File: src/rtl/bseq_pkg.sv
// Package for the burst address sequencer.
// It defines the command that the controller decodes for each cycle.
package bseq_pkg;
    typedef enum logic [1:0] {
        CMD_HOLD = 2'd0,
        CMD_LOAD = 2'd1,
        CMD_STEP = 2'd2
    } bseq_cmd_e;
endpackage

File: src/rtl/bseq_ctrl.sv
// Command decoder. It maps hold and adv onto one command per cycle.
// Assumes: hold takes precedence over both load and step.
module bseq_ctrl
    import bseq_pkg::*;
(
    input  logic      hold,
    input  logic      adv,
    output bseq_cmd_e cmd
);
    // Pick the command; hold wins over everything else.
    always_comb begin
        if (hold)
            cmd = CMD_HOLD;
        else if (adv)
            cmd = CMD_STEP;
        else
            cmd = CMD_LOAD;
    end
endmodule

File: src/rtl/bseq_step_gen.sv
// Next-step generator for the low burst bits.
// It produces the next step count and the low bits that count selects,
// in interleaved (start XOR count) or linear (start + count, wrapping) order.
// Assumes: the order select is static, and its current value is used.
module bseq_step_gen #(
    parameter int BURST_W = 2
) (
    input  logic [BURST_W-1:0] start_low,
    input  logic [BURST_W-1:0] step_cnt,
    input  logic               interleaved,
    output logic [BURST_W-1:0] cnt_nxt,
    output logic [BURST_W-1:0] low_nxt
);
    logic [BURST_W-1:0] il_low;
    logic [BURST_W-1:0] ln_low;

    // Step count wraps naturally at 2**BURST_W.
    assign cnt_nxt = step_cnt + BURST_W'(1);

    // Both orders are formed and the select picks one.
    assign il_low  = start_low ^ cnt_nxt;
    assign ln_low  = start_low + cnt_nxt;
    assign low_nxt = interleaved ? il_low : ln_low;
endmodule

File: src/rtl/bseq_regs.sv
// State registers: address, burst start bits, step count and load flag.
// Assumes: a synchronous active-low reset; the low BURST_W address bits
// take part in bursts and the upper bits are only ever loaded.
module bseq_regs
    import bseq_pkg::*;
#(
    parameter int ADDR_W  = 18,
    parameter int BURST_W = 2
) (
    input  logic               clk,
    input  logic               rst_n,
    input  bseq_cmd_e          cmd,
    input  logic [ADDR_W-1:0]  addr_in,
    input  logic [BURST_W-1:0] cnt_nxt,
    input  logic [BURST_W-1:0] low_nxt,
    output logic [ADDR_W-1:0]  addr_q,
    output logic [BURST_W-1:0] start_q,
    output logic [BURST_W-1:0] cnt_q,
    output logic               load_q
);
    localparam int UPPER_W = ADDR_W - BURST_W;

    // Update the state by command; CMD_HOLD leaves all of it unchanged.
    always_ff @(posedge clk) begin
        if (!rst_n) begin
            addr_q  <= '0;
            start_q <= '0;
            cnt_q   <= '0;
            load_q  <= 1'b0;
        end else begin
            case (cmd)
                CMD_LOAD: begin
                    addr_q  <= addr_in;
                    start_q <= addr_in[BURST_W-1:0];
                    cnt_q   <= '0;
                    load_q  <= 1'b1;
                end
                CMD_STEP: begin
                    addr_q  <= {addr_q[ADDR_W-1 -: UPPER_W], low_nxt};
                    cnt_q   <= cnt_nxt;
                    load_q  <= 1'b0;
                end
                default: ;
            endcase
        end
    end
endmodule

File: src/rtl/bseq_burst_addr.sv
// Top of the burst address sequencer.
// It loads a word address, or steps the low bits in the selected burst
// order, and freezes completely while hold is high.
// Assumes: order_il is quasi-static and sampled without synchronisation.
module bseq_burst_addr
    import bseq_pkg::*;
#(
    parameter int ADDR_W  = 18,
    parameter int BURST_W = 2
) (
    input  logic              clk,
    input  logic              rst_n,
    input  logic              hold,
    input  logic              adv,
    input  logic              order_il,
    input  logic [ADDR_W-1:0] addr_in,
    output logic [ADDR_W-1:0] addr_out,
    output logic              is_load
);
    bseq_cmd_e          cmd;
    logic [BURST_W-1:0] start_q;
    logic [BURST_W-1:0] cnt_q;
    logic [BURST_W-1:0] cnt_nxt;
    logic [BURST_W-1:0] low_nxt;

    // Decode the cycle command.
    bseq_ctrl ctrl_i (
        .hold (hold),
        .adv  (adv),
        .cmd  (cmd)
    );

    // Form the next burst position.
    bseq_step_gen #(.BURST_W(BURST_W)) step_i (
        .start_low   (start_q),
        .step_cnt    (cnt_q),
        .interleaved (order_il),
        .cnt_nxt     (cnt_nxt),
        .low_nxt     (low_nxt)
    );

    // Hold the address state.
    bseq_regs #(.ADDR_W(ADDR_W), .BURST_W(BURST_W)) regs_i (
        .clk     (clk),
        .rst_n   (rst_n),
        .cmd     (cmd),
        .addr_in (addr_in),
        .cnt_nxt (cnt_nxt),
        .low_nxt (low_nxt),
        .addr_q  (addr_out),
        .start_q (start_q),
        .cnt_q   (cnt_q),
        .load_q  (is_load)
    );
endmodule

File: config.mk
export PLATFORM = sky130hd
export DESIGN_NAME = bseq_burst_addr
export DESIGN_NICKNAME = d
export VERILOG_FILES = /design/src/rtl/bseq_pkg.sv /design/src/rtl/bseq_ctrl.sv /design/src/rtl/bseq_step_gen.sv /design/src/rtl/bseq_regs.sv /design/src/rtl/bseq_burst_addr.sv
export SDC_FILE = /design/constraint.sdc
export NUM_CORES = 1
export LEC_CHECK = 0
export CAP_MARGIN = 5
export CELL_PAD_IN_SITES_DETAIL_PLACEMENT = 1
export CELL_PAD_IN_SITES_GLOBAL_PLACEMENT = 1
export CORE_ASPECT_RATIO = 0.75
export CORE_UTILIZATION = 25
export CTS_CLUSTER_DIAMETER = 50
export CTS_CLUSTER_SIZE = 30
export DETAILED_ROUTE_END_ITERATION = 8
export HOLD_SLACK_MARGIN = 0.08
export PLACE_DENSITY = 0.68
export SETUP_SLACK_MARGIN = 0.05
export SYNTH_ARGS = -nofsm -noshare
export SYNTH_HDL_FRONTEND = slang
export SYNTH_HIERARCHICAL = 1
export SYNTH_SLANG_ARGS = --single-unit
File: constraint.sdc
create_clock -name clk -period 2.2 [get_ports clk]
set_input_delay 0.33 -clock clk [delete_from_list [all_inputs] [get_ports clk]]
set_output_delay 0.33 -clock clk [all_outputs]
set_load 0.02 [all_outputs]
# Yosys cells after proc, flatten, opt, wreduce, memory -nomap -nowiden
# Index checks and enable logic that the tools add are counted.
[totals] regBits=23 latchBits=0 ram_bits=0 mem_bits_ro=0 input_bits=23 out_inout_bits=19 word_cells=19 mem_count=0
[op_classes] addsub=2 mul=0 div=0 magnitude_cmp=0 n_eq_ne=2 shift=0 mux=6 bitwise_logic=2 n_reduce_logical=2
[ops] cell="$pmux W18 S2" count=1
[ops] cell="$mux W2" count=3
[ops] cell="$pmux W2 S2" count=1
[ops] cell="$add A2 B1 Y2 const B" count=1
[ops] cell="$add A2 B2 Y2" count=1
[ops] cell="$eq A2 B1 Y1 const B" count=1
[ops] cell="$eq A2 B2 Y1 const B" count=1
[ops] cell="$pmux W1 S2" count=1
[ops] cell="$reduce_and A2 Y1" count=1
[ops] cell="$reduce_bool A2 Y1" count=1
[ops] cell="$xor A2 B2 Y2" count=1
[ops] cell="$not A1 Y1" count=1

# Depth between registers and ports, before layout
# Gate-level depths: netlist of the first run.
[depth] depth_word=5 depth_mapped=6 ltp_nobuf=6

# Hierarchy
# Netlist of the first run, hierarchy kept.
[modules_own_cells] module="bseq_regs" n_inst=1 cells_per_inst=103 area_each_um2=1032.2 seq_area_each_um2=460.4
[modules_own_cells] module="bseq_step_gen" n_inst=1 cells_per_inst=5 area_each_um2=61.3 seq_area_each_um2=0.0
[modules_own_cells] module="bseq_ctrl" n_inst=1 cells_per_inst=2 area_each_um2=12.5 seq_area_each_um2=0.0

# Worst setup path before layout of the first run
# OpenSTA, ideal clock, no wires.
[synth_timing] kind="flip-flop to flip-flop" start="register regs_i.cnt_q[0]" end="register regs_i.addr_q[1]" setup_ns=0.116 arrival_ns=1.303 required_ns=2.084 setup_slack_ns=0.780 path_stages_with_launch=7 period_less_slack_ns=1.420 path_cell_list="dfxtp_1 > inv_1 > ha_1 > nand2b_1 > xnor3_1 > mux2_2 > o211a_1"
[synth_between] elab_chain_len=4
[synth_rtl] item="start, declared" line="bseq_regs.sv:18" rtl="output logic [BURST_W-1:0] cnt_q,"
[synth_rtl] item="start signal, assigned" line="bseq_regs.sv:40" rtl="cnt_q <= cnt_nxt;"
[synth_rtl] item="$add A2 B1 Y2" line="bseq_step_gen.sv:18" rtl="assign cnt_nxt = step_cnt + BURST_W'(1);"
[synth_rtl] item="via cnt_nxt[0]" line="bseq_burst_addr.sv:23" rtl="logic [BURST_W-1:0] cnt_nxt;"
[synth_rtl] item="$add A2 B2 Y2" line="bseq_step_gen.sv:22" rtl="assign ln_low = start_low + cnt_nxt;"
[synth_rtl] item="$mux W2" line="bseq_step_gen.sv:23" rtl="assign low_nxt = interleaved ? il_low : ln_low;"
[synth_rtl] item="via low_nxt[1]" line="bseq_burst_addr.sv:24" rtl="logic [BURST_W-1:0] low_nxt;"
[synth_rtl] item="$pmux W18 S2" line="bseq_regs.sv:31" rtl="case (cmd)"
[synth_rtl] item="end signal, assigned" line="bseq_regs.sv:33" rtl="addr_q <= addr_in;"
[synth_rtl] item="end signal, assigned" line="bseq_regs.sv:39" rtl="addr_q <= {addr_q[ADDR_W-1 -: UPPER_W], low_nxt};"
[synth_rtl] item="end, declared" line="bseq_regs.sv:16" rtl="output logic [ADDR_W-1:0] addr_q,"
# The timed path passes the listed nets, and every way through them passes these cells. The select of a mux whose other input is x is not followed.
# A chain may end at the register's enable or synchronous reset.

# Worst setup path after layout of the first run
[layout_timing] start="input hold" end="register regs_i.addr_q[9]"
[layout_between] elab_chain_len=4
[layout_rtl] item="start, declared" line="bseq_burst_addr.sv:13" rtl="input logic hold,"
[layout_rtl] item="$mux W2 (*)" line="bseq_ctrl.sv:12" rtl="if (hold)"
[layout_rtl] item="via cmd[0]" line="bseq_burst_addr.sv:20" rtl="bseq_cmd_e cmd;"
[layout_rtl] item="$eq A2 B2 Y1" line="bseq_regs.sv:31"
[layout_rtl] item="$not A1 Y1 (no source line)"
[layout_rtl] item="$reduce_and A2 Y1 (no source line) (*)"
# Mark *: on every way through the listed nets, which the timed path passes. The rest lies on a longest branch.

==> results of run 1 <==
-- layout make-up --
cell class	instances	area, µm²	area share (%)
clock buffers	4	45.0	2.79
inverters	3	11.3	0.698
multi-input cells	77	603	37.4
flip-flops and latches	23	460	28.5
well taps	55	68.8	4.26
repair buffers	43	425	26.4
-- cell usage in the layout (no fill, tap or decap), drive strengths merged --
cell	instances
a21boi	19
buf	2
clkbuf	4
clkdlybuf4s50	41
dfxtp	23
ha	5
inv	3
mux2	2
mux2i	2
nand2	3
nand2b	19
nand3b	18
nor2	1
nor2b	3
o211a	2
or2	1
xnor3	1
xor2	1
-- layer usage --
layer	track usage (%)	vias up
met5	0	-
met3	4.15	2
met2	21.7	23
met1	15.7	423
met4	2.38	0
li1	-	449
-- where the power goes --
part / leakage, nW / total, mW / internal, mW / switching [mW]
logic: 0.359 / 0.182 / 0.106 / 0.0757
clock network: 0.0228 / 0.256 / 0.129 / 0.127
registers: 0.188 / 0.446 / 0.435 / 0.0108
total: 0.570 / 0.884 / 0.670 / 0.213
-- worst min-delay path: stages, from the launching register on --
cell	delay [ps]
dfxtp_1	320
nand2b_1	70
a21boi_1	50
-- kinds of logic (layout without fill, tap and decap cells) --
group           count (synthesis)  after routing  share of synthesized area [%]
simple gates                   45             45                           26.8
flops                          23             23                           41.6
compound gates                 21             21                           14.7
buf+inv                        10             50                           3.85
fa+ha+maj                       5              5                           5.66
mux                             4              4                           3.85
xor+xnor                        2              2                           3.51
-- per-stage QoR --
| step | cells | worst slack, ps | cell area, µm² |
|---|---|---|---|
| floorplan | 110 | 780 | 1110 |
| global placement | 201 | 282 | 1570 |
| detailed placement | 201 | 147 | 1570 |
| CTS | 205 | 418 | 1610 |
| global route | 205 | 334 | 1610 |
| finish | 205 | 431 | 1610 |
-- worst min-delay path by stage --
stage | start | endpoint | slack, ps | cells past startpoint
after detailed placement | regs_i/addr_q[17]$_SDFFE_PN0P_ | regs_i/addr_q[17]$_SDFFE_PN0P_ | 470 | 2
after global routing | regs_i/addr_q[13]$_SDFFE_PN0P_ | regs_i/addr_q[13]$_SDFFE_PN0P_ | 500 | 2
after global placement | regs_i/addr_q[17]$_SDFFE_PN0P_ | regs_i/addr_q[17]$_SDFFE_PN0P_ | 450 | 2
final | regs_i/addr_q[17]$_SDFFE_PN0P_ | regs_i/addr_q[17]$_SDFFE_PN0P_ | 480 | 2
after CTS | regs_i/addr_q[17]$_SDFFE_PN0P_ | regs_i/addr_q[17]$_SDFFE_PN0P_ | 480 | 2
after floorplan | regs_i/cnt_q[1]$_SDFFE_PN0P_ | regs_i/cnt_q[1]$_SDFFE_PN0P_ | 480 | 2
-- registers in the layout, indices dropped and copies added (netlist names) --
name and cells:
regs_i/addr_q 18, regs_i/cnt_q 2, regs_i/start_q 2, regs_i/load_q 1
==> results.toml, run 1 <==
[run_status]
outcome = "finished clean"

[clocking]
cts-htree-levels = 1
numCtsBuffers = 3
root_buffer = "clkbuf_8"
cts_resized = 0
ctsHoldBuffers = 0
clock_sinks = 23
clockBufferDepth = 2
clk_latency_ps = 260
postCtsSetupBuffers = 0
cts_tree = "done"
clkTransAtPathRegs_ps = 80

[floorplan]
die_w_um = 78.8
die_h_um = 59.6
dieArea_um2 = 4700
fp-row-count = 20
initial_utilization_pct = 26.6
coreArea_um2 = 4150
num_io_pins = 42

[drt]
finalWirelength_mm = 2.71
highest_layer = "met4"
drtIter0Drc = 27
postRouteAntennaNets = 0
vias = 897
wl_per_cell_um = 13.2
dr_wl_met2_mm = 1.24
via_per_inst = 4.38
dr_wl_met3_um = 139
met1Wirelength_mm = 1.32
drc = 0
drt_first_pass_iters = 4

[sta]
tightest_slew_ps = 635
slew_viol_final = 0
clock.fmax_mhz = 565
setup_viol = 0
hold_viol = 0
finClkSkew_ps = 1.86
rsz0062_at_grt = "false"
max_slew_margin_pct = 57.5
whs_ps = 478
finalCriticalPeriod_ps = 1770
fin_setup_tns_ps = 0
fin_crit_sh_pct = 80.4

[worst_setup_path]
crit_fanout = 16
rrSetupSlack_ps = 680
r2r_start = "regs_i/cnt_q[0]$_SDFFE_PN0P_"
arrival_ps = 1940
rr_worst_depth = 4
path_class = "in2reg"
crit_cells = 7
cp-end-kind = "flop"
crit_start = "hold"
regToRegEndpoint = "regs_i/addr_q[1]$_SDFFE_PN0P_"
startpoint_type = "input pin"
critPathBufInv = 3
cp_data_required_time_ps = 2370
cpLargestDelayFamily = "buffers and inverters"
slowest_delay_ps = 440
critical-path-slowest-cell = "clkdlybuf4s50_1"
cp-endpoint = "regs_i/addr_q[9]$_SDFFE_PN0P_"
cp_cell_sequence = "clkdlybuf4s50_1, nor2_1, inv_1, ha_1, buf_4, nand3b_1, a21boi_0"

[pwr]
finalPower_mw = 0.884
ir_worst_vdd_v = 0.000338
p_leak_nw = 0.570
p_per_area_nw_per_um2 = 547

[place]
portBuffers = 41
dp_hpwl_mm = 2.04
place.gp.congestion = 0.733

[yosys]
synth.most_common_cell = "dfxtp_1"
synth.distinct_cells = 19
netlist.area_leader.share_pct = 41.6
synthCells = 110
netlist_top_cells_count = "dfxtp_1 (23), nand2b_1 (19), nand3b_1 (18)"
avgSynthCellArea_um2 = 10.1
async_flop_share_pct = 0
synth_seq_area_share_pct = 41.6
yosys-top-cells-area = "dfxtp_1 (42%), nand3b_1 (12%), a21boi_0 (12%), nand2b_1 (11%), ha_1 (5.7%)"
syn-cell-area_um2 = 1110
synth.net_count = 138
ys_ff_latch = 23
synth-edff-count = 0
yosys_warnings = 6
synth_top_cell_by_area = "dfxtp_1"
synth_flop_cell = "dfxtp_1"

[finish]
drive_gt1_share_pct = 6.00
fill_cells = 491
layout.nets = 179
syn_to_final_growth_pct = 45.9
diodes = 0
final_core_util_pct = 38.9

[job]
max_cap_viol_count = 0

[min_path]
hp-class = "reg2reg"

[global_route]
grt_overflow_total = 0
grt_pass1_wl_mm = 4.57
grtUsageTotal_pct = 12.7
antenna_found_initial = 0
grt_pass1_vias = 963
grt_max_degree = 33
Power figures use the tool's default switching activity.
==> run 2: changes to the inputs <==
==> constraint.sdc (replaced) <==
create_clock -name clk -period 1.75 [get_ports clk]
set_input_delay 0.2625 -clock clk [delete_from_list [all_inputs] [get_ports clk]]
set_output_delay 0.2625 -clock clk [all_outputs]
set_load 0.02 [all_outputs]
==> results.toml, run 2 (synthesized netlist as in run 1, its figures left out) <==
[sta]
setup_viol = 0
finClkSkew_ps = 0.362
clock.fmax_mhz = 632
rsz0062_at_grt = "false"
finalCriticalPeriod_ps = 1580
max_slew_margin_pct = 81.8
tightest_slew_ps = 273
slew_viol_final = 0
hold_viol = 0
whs_ps = 479
fin_crit_sh_pct = 90.5

[worst_setup_path]
crit_start = "adv"
cpLargestDelayFamily = "buffers and inverters"
crit_cells = 5
path_class = "in2reg"
rrSetupSlack_ps = 200
regToRegEndpoint = "regs_i/addr_q[1]$_SDFFE_PN0P_"
cp_cell_sequence = "clkdlybuf4s50_1, nor2b_2, ha_1, mux2_2, o211a_1"
r2r_start = "regs_i/cnt_q[0]$_SDFFE_PN0P_"
critPathBufInv = 1
cp-endpoint = "regs_i/addr_q[0]$_SDFFE_PN0P_"
crit_fanout = 3
critical-path-slowest-cell = "clkdlybuf4s50_1"
cp_data_required_time_ps = 1910
arrival_ps = 1740
slowest_delay_ps = 490
startpoint_type = "input pin"
rr_worst_depth = 4
cp-end-kind = "flop"

[clocking]
postCtsSetupBuffers = 0
ctsHoldBuffers = 0
cts_tree = "done"
clk_latency_ps = 260
clkTransAtPathRegs_ps = 80
cts-htree-levels = 1
numCtsBuffers = 3
clock_sinks = 23
clockBufferDepth = 2
root_buffer = "clkbuf_8"
cts_resized = 0

[finish]
largest-register = "regs_i/addr_q"
final_cell_mix = "clkdlybuf4s50_1 (41), dfxtp_1 (23), nand2b_1 (19)"
drive_gt1_share_pct = 7.89
diodes = 0
final_common_cell = "clkdlybuf4s50_1"
reg_top3 = "regs_i/addr_q: 18 flops, regs_i/cnt_q: 2 flops, regs_i/start_q: 2 flops"
largest_register_ffs = 18
layout.nets = 181
syn_to_final_growth_pct = 48.6
fill_cells = 480
final_area_um2 = 1640

[floorplan]
die_w_um = 78.8
num_io_pins = 42
dieArea_um2 = 4700
die_h_um = 59.6
coreArea_um2 = 4150
fp-row-count = 20
initial_utilization_pct = 26.6

[pwr]
p_per_area_nw_per_um2 = 683
ir_worst_vdd_v = 0.000287
p_leak_nw = 0.583

[place]
dp_hpwl_mm = 2.13
place.gp.congestion = 0.818
portBuffers = 41
placed_area_um2 = 1600

[global_route]
antenna_found_initial = 0
grt_max_degree = 33
grt_pass1_wl_mm = 4.70
grtUsageTotal_pct = 13.4
grt_overflow_total = 0
grt_pass1_vias = 947

[drt]
drt_first_pass_iters = 4
vias = 895
via_per_inst = 4.32
drtIter0Drc = 30
finalWirelength_mm = 2.87
wl_per_cell_um = 13.9
postRouteAntennaNets = 0
drc = 0

[run_status]
outcome = "finished clean"

[min_path]
hp-class = "reg2reg"

[job]
max_cap_viol_count = 0
-- run 2: changes by cell type in the layout (fill, tap and decap cells not counted) --
cell    change
buf_4       +1
nor2_1      -1
buf_12      +1
nor2_2      +1
-- run 2: tightest hold or removal path, stage by stage, from the launching register on --
cell and delay, ps:
dfxtp_1 320, nand2b_1 60, a21boi_1 50
-- run 2: per-stage QoR --
stage                     total power, mW  util (%)  setup WS [ps]  instances  setup TNS [ps]
final                                1.12      39.6            167        207               0
after global routing                 1.19      39.6           60.2        207               0
after CTS                            1.15      39.5            162        207               0
after detailed placement            0.812      38.4           -113        203           -1460
after global placement              0.805      38.4          -34.9        203            -109
after floorplan                     0.688         -            330        110               0
-- run 2: worst min path at each step --
stage,slack [ps],start,endpoint,depth (start not counted)
3_3_place_gp,450,regs_i/addr_q[17]$_SDFFE_PN0P_,regs_i/addr_q[17]$_SDFFE_PN0P_,2
3_5_place_dp,470,regs_i/addr_q[13]$_SDFFE_PN0P_,regs_i/addr_q[13]$_SDFFE_PN0P_,2
4_1_cts,480,regs_i/addr_q[13]$_SDFFE_PN0P_,regs_i/addr_q[13]$_SDFFE_PN0P_,2
2_1_floorplan,420,rst_n,regs_i/addr_q[13]$_SDFFE_PN0P_,1
6_report,480,regs_i/addr_q[17]$_SDFFE_PN0P_,regs_i/addr_q[17]$_SDFFE_PN0P_,2
5_1_grt,510,regs_i/addr_q[10]$_SDFFE_PN0P_,regs_i/addr_q[10]$_SDFFE_PN0P_,2
-- run 2: cell type report --
class / count / area, µm² / share of cell area, %
Tap cell: 55 / 68.8 / 4.19
Timing Repair Buffer: 45 / 453 / 27.5
Clock buffer: 4 / 45.0 / 2.74
Multi-Input combinational cell: 77 / 606 / 36.8
Sequential cell: 23 / 460 / 28.0
Inverter: 3 / 11.3 / 0.685
-- run 2: power by group --
group / internal [mW] / switching (mW) / total [mW] / leakage, nW
logic: 0.140 / 0.0975 / 0.237 / 0.373
registers: 0.547 / 0.0151 / 0.563 / 0.188
clock network: 0.162 / 0.161 / 0.323 / 0.0228
total: 0.849 / 0.273 / 1.12 / 0.583
-- run 2: per-layer routing --
metal / GRT usage, % / up-vias / wire length, µm
li1: - / 453 / -
met1: 16.8 / 419 / 1390
met2: 23.2 / 21 / 1320
met3: 3.85 / 2 / 146
met4: 2.38 / 0 / 13
met5: 0 / - / 0
==> run 3: changes to the inputs <==
--- a/config.mk
+++ b/config.mk
@@ -14,8 +14,9 @@
 export CTS_CLUSTER_SIZE = 30
 export DETAILED_ROUTE_END_ITERATION = 8
 export HOLD_SLACK_MARGIN = 0.08
-export PLACE_DENSITY = 0.68
+export PLACE_DENSITY = 0.7
 export SETUP_SLACK_MARGIN = 0.05
+export SLEW_MARGIN = 20
 export SYNTH_ARGS = -nofsm -noshare
 export SYNTH_HDL_FRONTEND = slang
 export SYNTH_HIERARCHICAL = 1
==> results.toml, run 3 (synthesized netlist as in run 1, its figures left out) <==
[worst_setup_path]
slowest_delay_ps = 500
r2r_start = "regs_i/cnt_q[0]$_SDFFE_PN0P_"
regToRegEndpoint = "regs_i/addr_q[1]$_SDFFE_PN0P_"
rrSetupSlack_ps = 260
cp-endpoint = "regs_i/addr_q[0]$_SDFFE_PN0P_"
cp_data_required_time_ps = 1910
cp-end-kind = "flop"
critPathBufInv = 1
crit_fanout = 3
rr_worst_depth = 6
crit_start = "adv"
startpoint_type = "input pin"
path_class = "in2reg"
cp_cell_sequence = "clkdlybuf4s50_1, nor2b_2, ha_1, mux2_2, o211a_1"
critical-path-slowest-cell = "clkdlybuf4s50_1"
crit_cells = 5
arrival_ps = 1740
cpLargestDelayFamily = "buffers and inverters"

[place]
place.gp.congestion = 0.801
placed_cells = 205
dp_hpwl_mm = 2.08
portBuffers = 41

[clocking]
cts_tree = "done"
cts-htree-levels = 1
numCtsBuffers = 3
clockBufferDepth = 2
clkTransAtPathRegs_ps = 80
clk_latency_ps = 260
root_buffer = "clkbuf_8"
clock_sinks = 23
postCtsSetupBuffers = 0

[drt]
wl_per_cell_um = 13.4
drt_first_pass_iters = 4
finalWirelength_mm = 2.80
postRouteAntennaNets = 0
drtIter0Drc = 15
vias = 895
via_per_inst = 4.28
drc = 0

[sta]
clock.fmax_mhz = 635
tightest_slew_ps = 326
finClkSkew_ps = 6.41
max_slew_margin_pct = 78.2
whs_ps = 476
setup_viol = 0
fin_crit_sh_pct = 89.9
rsz0062_at_grt = "false"
slew_viol_final = 0
hold_viol = 0
finalCriticalPeriod_ps = 1570

[finish]
largest-register = "regs_i/addr_q"
layout.nets = 183
final_common_cell = "clkdlybuf4s50_1"
fin_cells = 209
fill_cells = 481
diodes = 0
drive_gt1_share_pct = 10.4
reg_top3 = "regs_i/addr_q: 18 flops, regs_i/cnt_q: 2 flops, regs_i/start_q: 2 flops"
final_cell_mix = "clkdlybuf4s50_1 (41), dfxtp_1 (23), nand2b_1 (19)"
largest_register_ffs = 18
syn_to_final_growth_pct = 50.3

[floorplan]
initial_utilization_pct = 26.6
die_w_um = 78.8
dieArea_um2 = 4700
die_h_um = 59.6
fp-row-count = 20
num_io_pins = 42
coreArea_um2 = 4150

[pwr]
p_leak_nw = 0.594
ir_worst_vdd_v = 0.000271
p_per_area_nw_per_um2 = 680

[global_route]
grt_max_degree = 33
grt_pass1_wl_mm = 4.65
grt_overflow_total = 0
antenna_found_initial = 0
grtUsageTotal_pct = 13.3
grt_pass1_vias = 968

[min_path]
hp-class = "reg2reg"

[run_status]
outcome = "finished clean"

[job]
max_cap_viol_count = 0
run 3: layer usage:
metal	global-route usage, %	vias to the layer above	wire length (µm)
li1	-	454	-
met1	16.8	417	1390
met2	21.7	22	1260
met3	4.15	2	120
met4	3.97	0	27
met5	0	-	0
run 3: how the worst min path moves through the flow:
stage	start	end	slack [ps]	cells past startpoint
after floorplan	rst_n	regs_i/addr_q[13]$_SDFFE_PN0P_	420	1
after global placement	regs_i/addr_q[17]$_SDFFE_PN0P_	regs_i/addr_q[17]$_SDFFE_PN0P_	450	2
after detailed placement	regs_i/addr_q[14]$_SDFFE_PN0P_	regs_i/addr_q[14]$_SDFFE_PN0P_	470	2
after CTS	regs_i/addr_q[14]$_SDFFE_PN0P_	regs_i/addr_q[14]$_SDFFE_PN0P_	480	2
after global routing	regs_i/addr_q[11]$_SDFFE_PN0P_	regs_i/addr_q[11]$_SDFFE_PN0P_	500	2
final	regs_i/addr_q[13]$_SDFFE_PN0P_	regs_i/addr_q[13]$_SDFFE_PN0P_	480	2
run 3: layout make-up:
cell class | instances | area [µm²] | share of cell area, %
sequential | 23 | 460 | 27.7
clock buffer | 3 | 41.3 | 2.48
multi-input combinational | 77 | 608 | 36.6
timing repair buffer | 47 | 468 | 28.1
tap | 55 | 68.8 | 4.14
inverter | 3 | 11.3 | 0.677
clock inverter | 1 | 5.00 | 0.301
run 3: stage by stage:
| stage | utilization (%) | TNS (ps) | power [mW] | area (µm²) | setup slack [ps] |
|---|---|---|---|---|---|
| after floorplan | - | 0 | 0.688 | 1110 | 330 |
| after global placement | 38.8 | -89.2 | 0.808 | 1610 | -35.1 |
| after detailed placement | 38.8 | -1420 | 0.817 | 1610 | -132 |
| after CTS | 39.9 | 0 | 1.15 | 1660 | 149 |
| after global routing | 40.0 | 0 | 1.20 | 1660 | 67.2 |
| final | 40.0 | 0 | 1.13 | 1660 | 176 |
run 3: tightest hold or removal path, stage by stage, from the launching register on:
cell and delay, ps:
dfxtp_1 320, nand2b_1 70, a21boi_1 50
run 3: repair_timing:
action,CTS,global route
resized for setup,0,2
hold buffers,0,0
endpoints found under the setup margin,0,4
run 3: power breakdown:
group	internal (mW)	switching (mW)
clock network	0.159	0.167
logic	0.144	0.0987
registers	0.548	0.0138
